==> config.mk <==
export PLATFORM = sky130hd
export DESIGN_NAME = dl_destuff_rx
export DESIGN_NICKNAME = d
export VERILOG_FILES = /design/src/rtl/dl_rx_pkg.sv /design/src/rtl/dl_zero_destuff.sv /design/src/rtl/dl_byte_asm.sv /design/src/rtl/dl_match_det.sv /design/src/rtl/dl_destuff_rx.sv
export SDC_FILE = /design/constraint.sdc
export NUM_CORES = 1
export LEC_CHECK = 0
export BUFFER_PORTS_ARGS = -buffer_cell sky130_fd_sc_hd__buf_4
export CAP_MARGIN = 20
export CORE_MARGIN = 10
export CORE_UTILIZATION = 55
export DETAILED_ROUTE_END_ITERATION = 6
export HOLD_SLACK_MARGIN = 0.1
export MAX_ROUTING_LAYER = met4
export PLACE_DENSITY = 0.87
export SLEW_MARGIN = 15
export SYNTH_ARGS = -nofsm -noshare
export SYNTH_HDL_FRONTEND = slang
export SYNTH_SLANG_ARGS = --single-unit
==> constraint.sdc <==
create_clock -name clk_i -period 2.4 [get_ports clk_i]
set_input_delay 0.6 -clock clk_i [delete_from_list [all_inputs] [get_ports clk_i]]
set_output_delay 0.6 -clock clk_i [all_outputs]
set_load 0.005 [all_outputs]
==> src/rtl/dl_rx_pkg.sv <==
package dl_rx_pkg;
  localparam int unsigned DATA_W    = 8;
  localparam int unsigned ADDR_W    = 3;
  localparam int unsigned STUFF_RUN = 5;

  localparam logic [ADDR_W-1:0] ADDR_CTRL   = 3'd0;
  localparam logic [ADDR_W-1:0] ADDR_MATCHA = 3'd1;
  localparam logic [ADDR_W-1:0] ADDR_MATCHB = 3'd2;
  localparam logic [ADDR_W-1:0] ADDR_STAT   = 3'd3;
  localparam logic [ADDR_W-1:0] ADDR_RXBYTE = 3'd4;

  localparam int unsigned CTRL_EN_BIT   = 0;
  localparam int unsigned CTRL_MASK_BIT = 1;
endpackage

==> src/rtl/dl_zero_destuff.sv <==
module dl_zero_destuff #(
  parameter int unsigned RUN_LIMIT = 5
) (
  input  logic clk_i,
  input  logic rst_ni,
  input  logic en_i,
  input  logic bit_en_i,
  input  logic bit_i,
  output logic kept_vld_o,
  output logic kept_bit_o
);
  localparam int unsigned RUN_SAT = RUN_LIMIT + 1;
  localparam int unsigned RUN_W   = $clog2(RUN_SAT + 1);

  logic [RUN_W-1:0] run_q;
  logic             drop;

  assign drop       = bit_en_i && !bit_i && en_i && (run_q == RUN_W'(RUN_LIMIT));
  assign kept_vld_o = bit_en_i && !drop;
  assign kept_bit_o = bit_i;

  always_ff @(posedge clk_i or negedge rst_ni) begin
    if (!rst_ni) begin
      run_q <= '0;
    end else if (bit_en_i) begin
      if (!bit_i)                          run_q <= '0;
      else if (run_q != RUN_W'(RUN_SAT))   run_q <= run_q + 1'b1;
    end
  end


  run_sat_chk: assert property (@(posedge clk_i) disable iff (!rst_ni)
    run_q <= RUN_W'(RUN_SAT));


  zero_clears_run_chk: assert property (@(posedge clk_i) disable iff (!rst_ni)
    (bit_en_i && !bit_i) |=> (run_q == '0));
endmodule

==> src/rtl/dl_byte_asm.sv <==
module dl_byte_asm #(
  parameter int unsigned DATA_W = 8
) (
  input  logic              clk_i,
  input  logic              rst_ni,
  input  logic              vld_i,
  input  logic              bit_i,
  output logic [DATA_W-1:0] byte_o,
  output logic              rdy_o
);
  localparam int unsigned CNT_W = $clog2(DATA_W);
  localparam logic [CNT_W-1:0] LAST = CNT_W'(DATA_W - 1);

  logic [DATA_W-1:0] sr_q;
  logic [DATA_W-1:0] sr_nxt;
  logic [CNT_W-1:0]  cnt_q;

  // LSB first: new bit enters at the top and moves down
  assign sr_nxt = {bit_i, sr_q[DATA_W-1:1]};

  always_ff @(posedge clk_i or negedge rst_ni) begin
    if (!rst_ni) begin
      sr_q   <= '0;
      cnt_q  <= '0;
      byte_o <= '0;
      rdy_o  <= 1'b0;
    end else begin
      rdy_o <= 1'b0;
      if (vld_i) begin
        sr_q <= sr_nxt;
        if (cnt_q == LAST) begin
          cnt_q  <= '0;
          byte_o <= sr_nxt;
          rdy_o  <= 1'b1;
        end else begin
          cnt_q <= cnt_q + 1'b1;
        end
      end
    end
  end


  rdy_pulse_chk: assert property (@(posedge clk_i) disable iff (!rst_ni)
    rdy_o |=> !rdy_o);


  byte_hold_chk: assert property (@(posedge clk_i) disable iff (!rst_ni)
    !rdy_o |-> $stable(byte_o));
endmodule

==> src/rtl/dl_match_det.sv <==
module dl_match_det #(
  parameter int unsigned DATA_W = 8
) (
  input  logic              clk_i,
  input  logic              rst_ni,
  input  logic              rdy_i,
  input  logic [DATA_W-1:0] byte_i,
  input  logic [DATA_W-1:0] match_a_i,
  input  logic [DATA_W-1:0] match_b_i,
  input  logic              clr_i,
  output logic              hit_o
);
  logic [1:0] eq;

  assign eq[0] = (byte_i == match_a_i);
  assign eq[1] = (byte_i == match_b_i);

  // set wins over a same-cycle clear
  always_ff @(posedge clk_i or negedge rst_ni) begin
    if (!rst_ni)             hit_o <= 1'b0;
    else if (rdy_i && |eq)   hit_o <= 1'b1;
    else if (clr_i)          hit_o <= 1'b0;
  end


  match_sets_chk: assert property (@(posedge clk_i) disable iff (!rst_ni)
    (rdy_i && (byte_i == match_a_i || byte_i == match_b_i)) |=> hit_o);


  sticky_chk: assert property (@(posedge clk_i) disable iff (!rst_ni)
    (hit_o && !clr_i) |=> hit_o);
endmodule

==> src/rtl/dl_destuff_rx.sv <==
module dl_destuff_rx
  import dl_rx_pkg::*;
#(
  parameter int unsigned RUN_LIMIT = STUFF_RUN
) (
  input  logic              clk_i,
  input  logic              rst_ni,
  input  logic              bit_en_i,
  input  logic              bit_i,
  input  logic              reg_we_i,
  input  logic [ADDR_W-1:0] reg_addr_i,
  input  logic [DATA_W-1:0] reg_wdata_i,
  output logic [DATA_W-1:0] reg_rdata_o,
  output logic [DATA_W-1:0] rx_byte_o,
  output logic              byte_rdy_o,
  output logic              irq_o
);
  logic              en_q, mask_q;
  logic [DATA_W-1:0] match_a_q, match_b_q;
  logic              kept_vld, kept_bit;
  logic              hit;
  logic              stat_clr;

  assign stat_clr = reg_we_i && (reg_addr_i == ADDR_STAT) && reg_wdata_i[0];

  always_ff @(posedge clk_i or negedge rst_ni) begin
    if (!rst_ni) begin
      en_q      <= 1'b0;
      mask_q    <= 1'b0;
      match_a_q <= '0;
      match_b_q <= '0;
    end else if (reg_we_i) begin
      unique case (reg_addr_i)
        ADDR_CTRL: begin
          en_q   <= reg_wdata_i[CTRL_EN_BIT];
          mask_q <= reg_wdata_i[CTRL_MASK_BIT];
        end
        ADDR_MATCHA: match_a_q <= reg_wdata_i;
        ADDR_MATCHB: match_b_q <= reg_wdata_i;
        default: ;
      endcase
    end
  end

  always_comb begin
    reg_rdata_o = '0;
    unique case (reg_addr_i)
      ADDR_CTRL: begin
        reg_rdata_o[CTRL_EN_BIT]   = en_q;
        reg_rdata_o[CTRL_MASK_BIT] = mask_q;
      end
      ADDR_MATCHA: reg_rdata_o = match_a_q;
      ADDR_MATCHB: reg_rdata_o = match_b_q;
      ADDR_STAT:   reg_rdata_o[0] = hit;
      ADDR_RXBYTE: reg_rdata_o = rx_byte_o;
      default: ;
    endcase
  end

  dl_zero_destuff #(.RUN_LIMIT(RUN_LIMIT)) u_destuff (
    .clk_i     (clk_i),
    .rst_ni    (rst_ni),
    .en_i      (en_q),
    .bit_en_i  (bit_en_i),
    .bit_i     (bit_i),
    .kept_vld_o(kept_vld),
    .kept_bit_o(kept_bit)
  );

  dl_byte_asm #(.DATA_W(DATA_W)) u_asm (
    .clk_i (clk_i),
    .rst_ni(rst_ni),
    .vld_i (kept_vld),
    .bit_i (kept_bit),
    .byte_o(rx_byte_o),
    .rdy_o (byte_rdy_o)
  );

  dl_match_det #(.DATA_W(DATA_W)) u_match (
    .clk_i    (clk_i),
    .rst_ni   (rst_ni),
    .rdy_i    (byte_rdy_o),
    .byte_i   (rx_byte_o),
    .match_a_i(match_a_q),
    .match_b_i(match_b_q),
    .clr_i    (stat_clr),
    .hit_o    (hit)
  );

  assign irq_o = hit && mask_q;


  irq_gate_chk: assert property (@(posedge clk_i) disable iff (!rst_ni)
    irq_o |-> (mask_q && hit));


  pass_when_off_chk: assert property (@(posedge clk_i) disable iff (!rst_ni)
    (!en_q && bit_en_i) |-> kept_vld);
endmodule

# --- Word level (Yosys, flattened, before mapping) ---
# Cells that the tools add are included.
classes:
  muxes: 10
  add_sub_neg: 2
  n_eq_ne: 10
  reduce_logical: 18
ops:
  columns: ["operator", "n"]
  rows:
  - ["$pmux 6 s3", 1]
  - ["$eq 8x8->1", 2]
  - ["$reduce_and 2->1", 5]
  - ["$eq 3x3->1 const B", 3]
  - ["$mux 3", 3]
  - ["$logic_and 1x1->1", 8]
  - ["$add 3x1->3 const B", 2]
  - ["$eq 3x2->1 const B", 2]
  - ["$pmux 1 s5", 1]
  - ["$mux 1", 4]
  - ["$pmux 1 s4", 1]
  - ["$eq 3x1->1 const B", 1]
  - ["$logic_not 3->1", 1]
  - ["$ne 3x3->1 const B", 1]
  - ["$logic_not 1->1", 2]
  - ["$ne 2x1->1 const B", 1]
  - ["$reduce_bool 2->1", 1]
  - ["$reduce_or 2->1", 1]
word_totals:
  wordCells: 50
  regBits: 42
  output_inout_bits: 18

# --- Logic depth before layout (Yosys ltp) ---
# Gate-level depths: netlist of the first run.
logic_depth:
  word_depth: 7
  depth_mapped: 7
  depth_no_buf: 6

# --- Modules after synthesis ---
# Synthesis of the first run repeated with hierarchy kept, for this count alone.
unflattened:
  hier_cells: 169
  area_unflattened_um2: 2098.3
by_module_without_submodules:
  columns: ["module", "instances", "cells_each", "seq_area_each_um2", "area_each_um2"]
  rows:
  - ["dl_destuff_rx", 1, 78, 450.4, 947.2]
  - ["dl_byte_asm", 1, 45, 475.5, 729.4]
  - ["dl_zero_destuff", 1, 22, 75.1, 212.7]
  - ["dl_match_det", 1, 24, 25.0, 209.0]

# --- Worst setup path after synthesis of the first run ---
# No wires, ideal clock.
synth_timing:
  path_type: "in2out"
  start: "input reg_addr_i[0]"
  end: "output reg_rdata_o[2]"
  stages: 5
  path_buffers: 2
  arrival_time_ns: 1.353
  path_slack_ns: 0.447
  path_cell_list: "buf_6 -> nor2b_1 -> clkbuf_1 -> a22oi_1 -> o21ai_0"
synth_between:
  elab_chain_len: 2
  elab_cells_between_ends: 4
  cone_classes: "3 x eq/ne; 1 x mux"
synth_lines:
  columns: ["element", "line_no", "text"]
  rows:
  - ["start: declaration", "dl_destuff_rx.sv:11", "input logic [ADDR_W-1:0] reg_addr_i,"]
  - ["$eq 3x3->1, or another cell as far along", "dl_destuff_rx.sv:47", "unique case (reg_addr_i)"]
  - ["$pmux 6 s3 *", "dl_destuff_rx.sv:47", null]
  - ["end: declaration", "dl_destuff_rx.sv:13", "output logic [DATA_W-1:0] reg_rdata_o,"]
# Mark *: on every way between the ends. The rest lies on a longest branch, timed or not.

# --- Final worst setup path of the first run ---
layout_timing:
  start: "input reg_addr_i[0]"
  end: "output reg_rdata_o[0]"
layout_between:
  elab_chain_len: 2
  elab_cells_between_ends: 6
  cone_classes: "4 x eq/ne; 1 x mux; 1 x reduce/logical"
layout_lines:
  columns: ["element", "line_no"]
  rows:
  - ["$eq 3x3->1, or another cell as far along", "dl_destuff_rx.sv:47"]
  - ["$pmux 1 s5 *", "dl_destuff_rx.sv:47"]
# Marked as above.

==> results of run 1 <==
area by class of cell:
class,count,area [um2]
Tap cell,48,60.1
Clock inverter,1,5.00
Inverter,5,18.8
Clock buffer,7,96.3
Sequential cell,41,1030
Fill cell,298,1180
Multi-Input combinational cell,116,980
Timing Repair Buffer,36,270
flip-flops by register name, summed over array words and instances (netlist names):
register and count:
u_asm.sr_q 7, u_asm.rdy_o 1, u_asm.byte_o 8, u_match.hit_o 1
mask_q 1, en_q 1, u_asm.cnt_q 3, match_b_q 8
u_destuff.run_q 3, match_a_q 8
through the flow:
step / worst slack [ns] / hold slack [ns]
6_report: 0.267 / 0.266
5_1_grt: 0.218 / 0.298
4_1_cts: 0.268 / 0.284
3_5_place_dp: 0.267 / 0.488
3_3_place_gp: 0.278 / 0.485
2_1_floorplan: 0.447 / 0.304
cells by family (layout without fill, tap and decap cells):
family / Yosys count / in the layout / share of synthesized area (%)
AOI/OAI and AO/OA: 25 / 25 / 7.34
buffers and inverters: 10 / 49 / 2.73
xor gates and xnor gates: 16 / 16 / 6.80
and+or+nand+nor: 34 / 34 / 10.2
adders and majority gates: 5 / 5 / 3.03
DFF: 41 / 41 / 49.8
muxes: 36 / 36 / 20.1
routing by layer:
metal | routed length [um] | global-route usage (%) | vias to the layer above
met2 | 2130 | 22.9 | 36
met5 | 0 | - | -
met4 | 79 | 5.88 | 0
met3 | 285 | 5.08 | 8
li1 | - | - | 669
met1 | 1740 | 15.6 | 670
layout by cell type, fill, tap and decap left out, drive strengths merged, types with 5 or more instances in the layout:
| cell type | count |
|---|---|
| dfrtp | 41 |
| buf | 36 |
| xor2 | 16 |
| a22oi | 7 |
| clkbuf | 7 |
| nand2 | 16 |
| mux2 | 34 |
| inv | 5 |
| ha | 5 |
| o21ai | 12 |
final timing paths:
path,start,end
max in group asynchronous,rst_ni,u_asm.byte_o[5]$_DFFE_PN0P_
worst max register to register,u_destuff.run_q[1]$_DFFE_PN0P_,u_asm.sr_q[6]$_DFFE_PN0P_
worst min register to register,u_asm.sr_q[7]$_DFFE_PN0P_,u_asm.sr_q[7]$_DFFE_PN0P_
worst max-delay path,reg_addr_i[0],reg_rdata_o[0]
worst min-delay path,rst_ni,match_a_q[7]$_DFFE_PN0P_
min in group clk_i,u_asm.sr_q[7]$_DFFE_PN0P_,u_asm.sr_q[7]$_DFFE_PN0P_
where the power goes:
| part | internal [W] | leakage [nW] | total, W | switching [W] |
|---|---|---|---|---|
| Combinational | 0.000411 | 0.590 | 0.000671 | 0.000260 |
| Clock | 0.000260 | 0.0542 | 0.000489 | 0.000230 |
| Sequential | 0.000888 | 0.503 | 0.00112 | 0.000229 |
| Total | 0.00156 | 1.15 | 0.00228 | 0.000719 |
==> results.md, run 1 <==
* Status: completed
* Minimum clock period at 2.13 ns
* Clock Latency Late Sink at 0.29 ns
* Ys async rst share at 100%
* Maximum vdd ir drop at 511 uV
* Startpoint Class: input pin
* Max Freq at 0.469 GHz
* Residual DRC at 0
* Pins Over Slew Limit at 0
* FF-to-FF setup slack at 0.79 ns
* WP data required at 1.80 ns
* Synth top area share at 49.8%
* Overall Power at 0.00228 W
* Core Region at 3630 um2
* Yosys reg bits at 41
* Post-Syn Nets at 188
* Root Driver: clkbuf_8
* Cells after Synth at 167
* # Post-CTS Setup Buffers at 0
* Total grt overflow at 0
* Final worst path period share at 88.9%
* Post-cts resize count at 0
* Layout cells sized above 1 at 40.8%
* DR pass1 iterations at 4
* Cts bufs inserted at 5
* H-tree Lvls at 2
* Worst-margin pin slew at 0.509 ns
* Via count at 1383
* DIE AREA at 6600 um2
* Placed instance area at 2350 um2
* Fin. Hold Viols at 0
* Starting Density at 56.7%
* YS warnings at 0
* Post-synth cell types at 27
* Maximum number of pins on one net before global-route repair at 42
* Critical path endpoint category: output port
* GR Util All Layers at 14.2%
* Family with the most delay on the worst path: multiplexers
* Clock sinks at 41
* FF-to-FF path depth at 5
* Syn_area_per_cell at 12.3 um2
* CTS tree: yes
* IO Port Bufs at 33
* Design Area, Final at 2460 um2
* Synth top cells by count: dfrtp_1, mux2_2, nand2_1, xor2_1, o21ai_0
* EDFF count, synth at 0
* I/O Pins at 34
* Syn Std Cell Area at 2060 um2
* Hold WC Path Type: in -> async
* Leak at 1.15 nW
* Die Width at 81.2 um
* Stages on worst setup path at 5
* DRT iter0 DRCs at 63
* Slowest CP cell: mux4_2
* Slew margin rel. at 66.0%
* Cell Rows at 22
* Finish-stage setup viols at 0
* Nets at 226
* Post-cts hold buffer count at 0
* Final ANT Viol Nets at 0
* Max Root-Sink Buffers at 2
* Post-synth top area cell: dfrtp_1
* Sequential element share of the synthesized area at 49.8%
* RSZ-0062 raised after global routing: no
* Fin util at 67.6%
* Via density at 5.44
* Clock transition at path regs at 0.08 ns
* DP HPWL at 3130 um
* Vias in the first global route at 1477
* Post-route insts no fill at 254
* Final wirelength at 4230 um
* Ant diodes at 0
* Most common cell in the netlist: dfrtp_1
* PwrDens at 927 nW/um2
* Drt wl/cell at 16.6 um
* Max-cap violations at 0
* Crit path top cell by count: buf_4
* Main area contributors after synthesis: dfrtp_1, mux2_2, xor2_1
* Die Height at 81.2 um
* Clock skew after layout at 0.00439 ns
* Placed cells at 246
* P&R area growth vs syn at 19.1%
* CP bufs+invs at 3
* Slowest stage delay, CP at 0.50 ns
* CP max FO at 10
* Initial antenna violation count at 0
* Gpl congestion at 0.830
* Top_reg_cell synth: dfrtp_1
* Cell chain of the critical path: buf_4 -> mux4_2 -> inv_1 -> o32ai_1 -> buf_4
* Critical Path AT at 1.53 ns
* Worst Setup Path Type: in -> out
* First-pass GRT wire length at 7080 um
* Setup_tns at 0 ns
Note: power is estimated with default switching activity, not from simulation.
==> run 2, diff against run 1 <==
==> constraint.sdc (replaced) <==
create_clock -name clk_i -period 2.4 [get_ports clk_i]
set_input_delay 0.48 -clock clk_i [delete_from_list [all_inputs] [get_ports clk_i]]
set_output_delay 0.48 -clock clk_i [all_outputs]
set_load 0.005 [all_outputs]
==> run 2 against run 1 <==
Against the previous run:
- worst setup slack better by 0.18 ns
- sequential share of layout area is 0.63 points higher
- largest cell class unchanged
- clock power is 15% lower
- global-route usage is 0.11 points lower
- combinational power is 0.9% higher
- highest routed layer unchanged
==> results.md, run 2 (same netlist as run 1, synthesis figures left out) <==
* Status: completed (unchanged)
* Nets at 224 (was 226)
* Max Freq at 0.512 GHz (was 0.469 GHz)
* Die Width at 81.2 um (unchanged)
* Post-route insts no fill at 252 (was 254)
* CTS tree: yes (unchanged)
* Fin. Hold Viols at 0 (unchanged)
* Post-cts resize count at 0 (unchanged)
* Slew margin rel. at 66.2% (was 66.0%)
* Clock skew after layout at 0.00518 ns (was 0.00439 ns)
* Layout cells sized above 1 at 38.7% (was 40.8%)
* Starting Density at 56.7% (unchanged)
* Cts bufs inserted at 5 (unchanged)
* Slowest stage delay, CP at 0.38 ns (was 0.50 ns)
* DR pass1 iterations at 4 (unchanged)
* Worst-margin pin slew at 0.507 ns (was 0.509 ns)
* Most frequent cells in the layout: dfrtp_1, mux2_2, buf_4 (was dfrtp_1, buf_4, mux2_2)
* # Post-CTS Setup Buffers at 0 (unchanged)
* Max-cap violations at 0 (unchanged)
* WL met2 at 2100 um (was 2130 um)
* Die Height at 81.2 um (unchanged)
* WHS at 0.163 ns (was 0.266 ns)
* DP HPWL at 3160 um (was 3130 um)
* Crit path top cell by count: buf_4 (unchanged)
* Setup_tns at 0 ns (unchanged)
* Final wirelength at 4190 um (was 4230 um)
* Root Driver: clkbuf_8 (unchanged)
* PwrDens at 914 nW/um2 (was 927 nW/um2)
* P&R area growth vs syn at 17.4% (was 19.1%)
* H-tree Lvls at 2 (unchanged)
* Final worst path period share at 81.4% (was 88.9%)
* GR Util All Layers at 14.1% (was 14.2%)
* CP max FO at 10 (unchanged)
* Via density at 5.57 (was 5.44)
* Core Region at 3630 um2 (unchanged)
* Cell Rows at 22 (unchanged)
* Residual DRC at 0 (unchanged)
* I/O Pins at 34 (unchanged)
* Total grt overflow at 0 (unchanged)
* Final ANT Viol Nets at 0 (unchanged)
* Ant diodes at 0 (unchanged)
* Startpoint Class: input pin (unchanged)
* Maximum vdd ir drop at 510 uV (was 511 uV)
* RSZ-0062 raised after global routing: no (unchanged)
* Via count at 1404 (was 1383)
* Met3 Wirelength at 304 um (was 285 um)
* WP data required at 1.92 ns (was 1.80 ns)
* Most common cell after layout, fill and taps aside: dfrtp_1 (unchanged)
* Worst Setup Path Type: in -> out (unchanged)
* Clock Latency Late Sink at 0.28 ns (was 0.29 ns)
* DIE AREA at 6600 um2 (unchanged)
* Clock sinks at 41 (unchanged)
* Max Root-Sink Buffers at 2 (unchanged)
* Regs by FF count: match_a_q (8), match_b_q (8), u_asm.byte_o (8) (unchanged)
* Post-cts hold buffer count at 0 (unchanged)
* Clock transition at path regs at 0.07 ns (was 0.08 ns)
* Hold WC Path Type: in -> async (unchanged)
* Slowest CP cell: nor2b_1 (was mux4_2)
* Critical path endpoint category: output port (unchanged)
* Critical Path AT at 1.47 ns (was 1.53 ns)
* Wire length on met1 at 1710 um (was 1740 um)
* Initial antenna violation count at 0 (unchanged)
* Uppermost layer routed: met4 (unchanged)
* Drt wl/cell at 16.6 um (about the same)
* DRT iter0 DRCs at 126 (was 63)
* Minimum clock period at 1.95 ns (was 2.13 ns)
* Vias in the first global route at 1476 (was 1477)
* Pins Over Slew Limit at 0 (unchanged)
* First-pass GRT wire length at 7090 um (was 7080 um)
* IO Port Bufs at 33 (unchanged)
* Leak at 1.12 nW (was 1.15 nW)
* Cell chain of the critical path: buf_4 -> nor2b_1 -> a22oi_1 -> o21ai_0 -> buf_4 (was buf_4 -> mux4_2 -> inv_1 -> o32ai_1 -> buf_4)
* Gpl congestion at 0.831 (was 0.830)
* Finish-stage setup viols at 0 (unchanged)
* Fillers at 299 (was 298)
* Maximum number of pins on one net before global-route repair at 42 (unchanged)
* Placed cells at 244 (was 246)
[run 2: changes by cell type in the layout (fill, tap and decap cells not counted), sizes merged]
cell	delta
buf	-2
clkbuf	+1
clkinv	-1
[run 2: metrics by stage]
step                      util [%]  cell area [um2]  setup WS [ns]  power [W]
final                         66.6             2420          0.447    0.00221
after global placement        64.4             2340          0.473    0.00177
after detailed placement      64.4             2340          0.453    0.00181
after global routing          66.6             2420          0.332    0.00236
after CTS                     66.6             2420          0.449    0.00224
after floorplan                  -             2060          0.687    0.00149
[run 2: power by group]
group / switching (W) / internal, W / total, W
Clock: 0.000208 / 0.000206 / 0.000414
Combinational: 0.000268 / 0.000409 / 0.000677
Sequential: 0.000234 / 0.000888 / 0.00112
[run 2: layer usage]
metal / vias up / track usage (%)
li1: 664 / -
met1: 688 / 15.8
met2: 42 / 23.0
met3: 10 / 5.08
met4: 0 / 4.50
met5: - / -
[run 2: worst max-delay path: cells and delay by family]
| family | cells | cell delay [ns] |
|---|---|---|
| compound gates | 2 | 0.31 |
| buf+inv | 2 | 0.31 |
| simple gates | 1 | 0.38 |
[run 2: area by class of cell]
type                    instances  area (um2)  share of cell area [%]
clock buffers                   8        80.1                    3.31
inverters                       5        18.8                   0.776
multi-input cells             116         980                    40.5
flip-flops and latches         41        1030                    42.4
well taps                      48        60.1                    2.48
repair buffers                 34         255                    10.5
[run 2: worst paths after layout]
| path | slack, ns | endpoint | depth (start not counted) | from |
|---|---|---|---|---|
| max in group asynchronous | 1.88 | u_asm.byte_o[0]$_DFFE_PN0P_ | 1 | rst_ni |
| hold reg to reg | 0.50 | u_asm.sr_q[1]$_DFFE_PN0P_ | 1 | u_asm.sr_q[1]$_DFFE_PN0P_ |
| min in group clk_i | 0.42 | u_destuff.run_q[2]$_DFFE_PN0P_ | 2 | bit_en_i |
| setup / recovery | 0.45 | reg_rdata_o[4] | 5 | reg_addr_i[1] |
| hold / removal | 0.16 | match_a_q[3]$_DFFE_PN0P_ | 1 | rst_ni |
| setup reg to reg | 0.80 | u_asm.sr_q[6]$_DFFE_PN0P_ | 5 | u_destuff.run_q[1]$_DFFE_PN0P_ |
